`config.mk`:
```
export PLATFORM = sky130hd
export DESIGN_NAME = int2sp_conv
export DESIGN_NICKNAME = d
export VERILOG_FILES = /design/src/rtl/int2sp_pkg.sv /design/src/rtl/int2sp_norm.sv /design/src/rtl/int2sp_round.sv /design/src/rtl/int2sp_lane.sv /design/src/rtl/int2sp_conv.sv
export SDC_FILE = /design/constraint.sdc
export NUM_CORES = 1
export LEC_CHECK = 0
export ABC_AREA = 1
export BUFFER_PORTS_ARGS = -buffer_cell sky130_fd_sc_hd__buf_2
export CAP_MARGIN = 30
export CORE_AREA = 2 2 178 180
export DETAILED_ROUTE_END_ITERATION = 6
export DIE_AREA = 0 0 180 182
export GPL_ROUTABILITY_DRIVEN = 1
export MAX_ROUTING_LAYER = met4
export PLACE_DENSITY = 0.71
export RECOVER_POWER = 50
export SLEW_MARGIN = 10
export SYNTH_ARGS = -nofsm -noshare
export SYNTH_HDL_FRONTEND = slang
export SYNTH_SLANG_ARGS = --single-unit
```
`constraint.sdc`:
```
create_clock -name clk -period 9.5 [get_ports clk]
set_input_delay 0.95 -clock clk [delete_from_list [all_inputs] [get_ports clk]]
set_output_delay 0.95 -clock clk [all_outputs]
set_load 0.05 [all_outputs]
```
`src/rtl/int2sp_pkg.sv`:
```
package int2sp_pkg;
  typedef enum logic [1:0] {
    RM_NEAREST = 2'b00,
    RM_DOWN    = 2'b01,
    RM_UP      = 2'b10,
    RM_ZERO    = 2'b11
  } rmode_e;

  typedef enum logic [1:0] {
    FORM_LEGACY = 2'b00,
    FORM_MERGE  = 2'b01,
    FORM_MASKED = 2'b10,
    FORM_MERGE2 = 2'b11
  } form_e;
endpackage

```
`src/rtl/int2sp_norm.sv`:
```
module int2sp_norm #(
  parameter int INT_W  = 64,
  parameter int HALF_W = 32,
  localparam int LZ_W  = $clog2(INT_W) + 1
) (
  input  logic [INT_W-1:0] src,
  input  logic             wide,
  output logic             sign,
  output logic             zero,
  output logic [INT_W-1:0] norm,
  output logic [LZ_W-1:0]  lz
);
  logic [INT_W-1:0] ext;
  logic [INT_W-1:0] mag;

  always_comb begin
    ext  = wide ? src : {{(INT_W-HALF_W){src[HALF_W-1]}}, src[HALF_W-1:0]};
    sign = ext[INT_W-1];
    mag  = sign ? (~ext + 1'b1) : ext;
    zero = (mag == '0);
    lz   = LZ_W'(INT_W);
    for (int i = 0; i < INT_W; i++) begin
      if (mag[i]) lz = LZ_W'(INT_W - 1 - i);
    end
    norm = mag << lz;
  end
endmodule

```
`src/rtl/int2sp_round.sv`:
```
module int2sp_round
  import int2sp_pkg::*;
#(
  parameter int INT_W = 64,
  parameter int MAN_W = 23,
  parameter int EXP_W = 8,
  parameter int BIAS  = 127,
  localparam int LZ_W  = $clog2(INT_W) + 1,
  localparam int SIG_W = MAN_W + 1,
  localparam int DROP_W = INT_W - SIG_W,
  localparam int FP_W  = 1 + EXP_W + MAN_W
) (
  input  logic             sign,
  input  logic             zero,
  input  logic [INT_W-1:0] norm,
  input  logic [LZ_W-1:0]  lz,
  input  rmode_e           rmode,
  output logic [FP_W-1:0]  word,
  output logic             inexact
);
  logic [SIG_W-1:0] sig;
  logic             g, r, s, lost, inc;
  logic [SIG_W:0]   sum;
  logic [EXP_W-1:0] expo;
  logic [MAN_W-1:0] frac;

  always_comb begin
    sig  = norm[INT_W-1 -: SIG_W];
    g    = norm[DROP_W-1];
    r    = norm[DROP_W-2];
    s    = |norm[DROP_W-3:0];
    lost = g | r | s;
    unique case (rmode)
      RM_NEAREST: inc = g & (r | s | sig[0]);
      RM_DOWN:    inc = sign & lost;
      RM_UP:      inc = ~sign & lost;
      default:    inc = 1'b0;
    endcase
    sum  = {1'b0, sig} + (SIG_W+1)'(inc);
    expo = EXP_W'(BIAS + INT_W - 1) - EXP_W'(lz) + EXP_W'(sum[SIG_W]);
    frac = sum[SIG_W] ? '0 : sum[MAN_W-1:0];
    if (zero) begin
      word    = '0;
      inexact = 1'b0;
    end else begin
      word    = {sign, expo, frac};
      inexact = lost;
    end
  end

  // a nonzero integer never yields a magnitude below 1.0
  always_comb begin
    if (!zero) begin
      p_exp_floor_r2: assert (word[FP_W-2 -: EXP_W] >= EXP_W'(BIAS));
    end
  end
endmodule

```
`src/rtl/int2sp_lane.sv`:
```
module int2sp_lane
  import int2sp_pkg::*;
#(
  parameter int VEC_W  = 128,
  parameter int LANE_W = 32
) (
  input  form_e             form,
  input  logic              wmask,
  input  logic [LANE_W-1:0] conv,
  input  logic              conv_inexact,
  input  logic [VEC_W-1:0]  vec_src1,
  input  logic [VEC_W-1:0]  prev_dst,
  output logic [VEC_W-1:0]  res,
  output logic              inexact
);
  logic write_lo;

  always_comb begin
    write_lo = (form != FORM_MASKED) || wmask;
    if (form == FORM_LEGACY) res[VEC_W-1:LANE_W] = prev_dst[VEC_W-1:LANE_W];
    else                     res[VEC_W-1:LANE_W] = vec_src1[VEC_W-1:LANE_W];
    res[LANE_W-1:0] = write_lo ? conv : prev_dst[LANE_W-1:0];
    inexact         = write_lo & conv_inexact;
  end
endmodule

```
`src/rtl/int2sp_conv.sv`:
```
module int2sp_conv
  import int2sp_pkg::*;
#(
  parameter int INT_W  = 64,
  parameter int HALF_W = 32,
  parameter int VEC_W  = 128,
  parameter int MAN_W  = 23,
  parameter int EXP_W  = 8,
  parameter int BIAS   = 127,
  localparam int LZ_W   = $clog2(INT_W) + 1,
  localparam int LANE_W = 1 + EXP_W + MAN_W
) (
  input  logic             clk,
  input  logic             rst,
  input  logic             in_valid,
  input  logic [INT_W-1:0] src_int,
  input  logic             wide,
  input  logic [1:0]       form,
  input  logic             src_is_reg,
  input  logic [VEC_W-1:0] vec_src1,
  input  logic [VEC_W-1:0] prev_dst,
  input  logic [1:0]       ctl_rnd,
  input  logic             ovr_en,
  input  logic [1:0]       ovr_rnd,
  input  logic             wmask,
  output logic             out_valid,
  output logic [VEC_W-1:0] result,
  output logic             inexact
);
  rmode_e            rmode;
  logic              n_sign, n_zero;
  logic [INT_W-1:0]  n_norm;
  logic [LZ_W-1:0]   n_lz;
  logic [LANE_W-1:0] c_word;
  logic              c_inex;
  logic [VEC_W-1:0]  l_res;
  logic              l_inex;

  assign rmode = rmode_e'((ovr_en && src_is_reg) ? ovr_rnd : ctl_rnd);

  int2sp_norm #(.INT_W(INT_W), .HALF_W(HALF_W)) u_norm (
    .src(src_int), .wide(wide), .sign(n_sign), .zero(n_zero),
    .norm(n_norm), .lz(n_lz)
  );

  int2sp_round #(.INT_W(INT_W), .MAN_W(MAN_W), .EXP_W(EXP_W), .BIAS(BIAS)) u_round (
    .sign(n_sign), .zero(n_zero), .norm(n_norm), .lz(n_lz), .rmode(rmode),
    .word(c_word), .inexact(c_inex)
  );

  int2sp_lane #(.VEC_W(VEC_W), .LANE_W(LANE_W)) u_lane (
    .form(form_e'(form)), .wmask(wmask), .conv(c_word), .conv_inexact(c_inex),
    .vec_src1(vec_src1), .prev_dst(prev_dst), .res(l_res), .inexact(l_inex)
  );

  always_ff @(posedge clk) begin
    if (rst) begin
      out_valid <= 1'b0;
      result    <= '0;
      inexact   <= 1'b0;
    end else begin
      out_valid <= in_valid;
      if (in_valid) begin
        result  <= l_res;
        inexact <= l_inex;
      end
    end
  end

  p_valid_lat_r9: assert property (@(posedge clk) disable iff (rst)
    in_valid |=> out_valid);
  p_idle_hold_r9: assert property (@(posedge clk) disable iff (rst)
    !in_valid |=> (!out_valid && $stable(result) && $stable(inexact)));
  p_legacy_upper_r5: assert property (@(posedge clk) disable iff (rst)
    (in_valid && form == 2'b00) |=> result[VEC_W-1:LANE_W] == $past(prev_dst[VEC_W-1:LANE_W]));
  p_merge_upper_r5: assert property (@(posedge clk) disable iff (rst)
    (in_valid && form != 2'b00) |=> result[VEC_W-1:LANE_W] == $past(vec_src1[VEC_W-1:LANE_W]));
  p_mask_hold_r6: assert property (@(posedge clk) disable iff (rst)
    (in_valid && form == 2'b10 && !wmask) |=> (result[LANE_W-1:0] == $past(prev_dst[LANE_W-1:0]) && !inexact));
  p_zero_exact_r8: assert property (@(posedge clk) disable iff (rst)
    (in_valid && form != 2'b10 && wide && src_int == '0) |=> (result[LANE_W-1:0] == '0 && !inexact));
endmodule

```
==> run summary <==
biggest area consumer among synthesized cells -> nand3_1
met1 usage -> 49.7%
share of cells above drive strength 1 -> 18.0%
multi-input logic area -> 10100 µm²
Crit Path Class -> input port to flip-flop
most frequent CP cell -> nand2_1
Antenna Nets Post-Route -> 0
core area -> 31000 µm²
CP peak stage delay -> 390 ps
CTS clk-pin slew, worst paths -> 60 ps
die height -> 182 µm
hold crit path type -> flip-flop to flip-flop
DP HPWL -> 47300 µm
most common cell in the netlist -> nand2_1
Worst Hold End -> result[41]
Design Area, Final -> 17500 µm²
WHS Path Cells -> 2
LEAKAGE -> 0.00913 µW
final hold vios -> 0
Initial Util -> 46.2%
Worst Path Max Fanout -> 65
CTS tree -> yes
peak supply drop -> 128 µV
fin util -> 56.6%
post-synthesis sequential area ratio -> 18.2%
FF-to-FF setup slack -> 8740 ps
Setup crit end kind -> flip-flop
max_cap viols -> 0
final wirelength -> 60200 µm
wire per inst -> 18.1 µm
net count reported at finish -> 3255
fillcell total -> 3337
vias in the first global route -> 15900
Clock Path Buffers -> 2
syn_nets -> 2896
Clock Skew -> 0 ps
Worst Reg-to-Reg Cells -> 2
Final setup viols -> 0
total gr overflow -> 0
H-tree levels -> 4
Power Density -> 175 nW/µm²
critical path launch point type -> input port
status -> complete, no violations
1st-pass router iterations -> 6
Post-DP Area -> 16600 µm²
Most used DFF post-synth -> dfxtp_1
sequential cell area -> 2600 µm²
final critical-path required period -> 8650 ps
TritonCTS Buffers -> 17
top post-synthesis cells by area -> nand3_1 (20%), nand2_1 (20%), dfxtp_1 (18%)
GRT busiest layer -> met1
fraction of registers with async set/reset -> 0%
hold path startpoint -> result[41]
final setup margin -> 850 ps
vias per cell -> 5.59
worst-margin pin slew -> 886 ps
I/O pin count -> 463
r2r startpoint -> result[126]
first-pass GRT wire length -> 88200 µm
CP max-delay cell -> xor2_1
number of synthesized register bits -> 130
Gate Count Post-Synth -> 2554
Synth top cells by count -> nand2_1 (747), nand3_1 (585), inv_1 (263)
Final Max Tran Viols -> 0
Synth Area per Inst -> 5.61 µm²
setup slack at placement -> 155 ps
worst path required time -> 9850 ps
worst endpoint data arrival time -> 9000 ps
largest net degree at the start of global routing -> 96
Worst-Skew Late Latency -> 420 ps
EDFF count, synth -> 0
Total Negative Setup Slacks -> 0 ps
Mapped Area -> 14300 µm²
via count -> 18600
FP Rows -> 65
antenna violations before repair -> 5
Port Buffer Count -> 430
Netlist cell types -> 54
Die W -> 180 µm
Worst slew margin -> 40.6%
Final GP Congestion -> 1.00
met3 GRT Util -> 9.33%
period utilization -> 91.1%
gr usage total -> 35.0%
Power Total -> 3080 µW
Max Clk Rate -> 116 MHz
full die area -> 32800 µm²
Post-CTS Hold Fix Bufs -> 0
Residual DRC -> 0
met2 usage -> 47.8%
CTS root buf -> clkbuf_16
clock sink total -> 130
yosys warns -> 0
Worst R2R End -> result[126]
DR iter-0 viols -> 2084
top-area cell type share of the netlist area -> 20.4%
area grow syn2layout -> 22.5%
==> where the power goes <==
part           total, µW  leakage, µW  switching (µW)  internal [µW]
sequential           621      0.00108            27.4            593
clock                761     0.000330             265            496
combinational       1690      0.00772            1190            499
==> final cells by class <==
cell class	instances	share of cell area [%]
timing repair buffer	492	15.1
tap	402	2.87
inverter	275	5.91
clock inverter	14	1.44
sequential	130	14.8
antenna	6	0.0856
multi-input combinational	1997	57.4
clock buffer	17	2.43
==> layout by cell type (no fill, tap or decap), drive strengths merged, types with 9 or more instances in the layout <==
| cell | Yosys | final |
|---|---|---|
| nor2 | 154 | 154 |
| o211ai | 101 | 101 |
| xor2 | 54 | 54 |
| nor3 | 30 | 30 |
| buf | 62 | 361 |
| ha | 9 | 9 |
| nand3 | 594 | 594 |
| nand2 | 778 | 780 |
| inv | 271 | 275 |
| a21oi | 102 | 102 |
| nand4 | 39 | 39 |
| or2 | 11 | 11 |
| clkbuf | 86 | 148 |
| dfxtp | 130 | 130 |
| o21ai | 80 | 80 |
==> critical path: cells and delay by family <==
kind            cells  cell delay [ps]
simple gates       40             4580
buf+inv            12             1370
fa+ha+maj           3              570
xor+xnor            2              590
compound gates      5              900
==> per-layer routing <==
metal  routed length, µm  up-vias
li1                    -     9179
met1               27000     8371
met2               24500      988
met3                6880      106
met4                1820        0
met5                   0        -
==> cells by family after synthesis <==
group | after synthesis | share of synthesized area [%]
AND/OR/NAND/NOR | 1629 | 51.2
AO/OA/AOI/OAI | 298 | 12.5
XOR/XNOR | 59 | 4.00
adder cells (fa/ha/maj) | 9 | 0.786
buffers and inverters | 429 | 13.4
flip-flops | 130 | 18.2
==> worst max-delay path by stage <==
stage	from	end	cells past startpoint
after floorplan	src_int[2]	result[30]	79
after global placement	src_int[1]	result[30]	80
after detailed placement	src_int[2]	result[30]	71
after CTS	src_int[1]	result[30]	71
after global routing	src_int[0]	result[24]	91
final	src_int[0]	result[24]	62
==> sequential cells by signal, summed over array words and instances (netlist names) <==
| name | cells |
|---|---|
| inexact | 1 |
| out_valid | 1 |
| result | 128 |
==> repair_timing <==
item / 4_1_cts / 5_1_grt
setup endpoints to repair: 0 / 25
buffers inserted: 0 / 6
resized for setup: 0 / 50
==> through the flow <==
step	hold WS (ps)	std cells
final	480	3333
after floorplan	684	2554
after global placement	452	3284
after global routing	500	3332
after detailed placement	459	3285
after CTS	477	3316
Power figures use the tool's default switching activity.
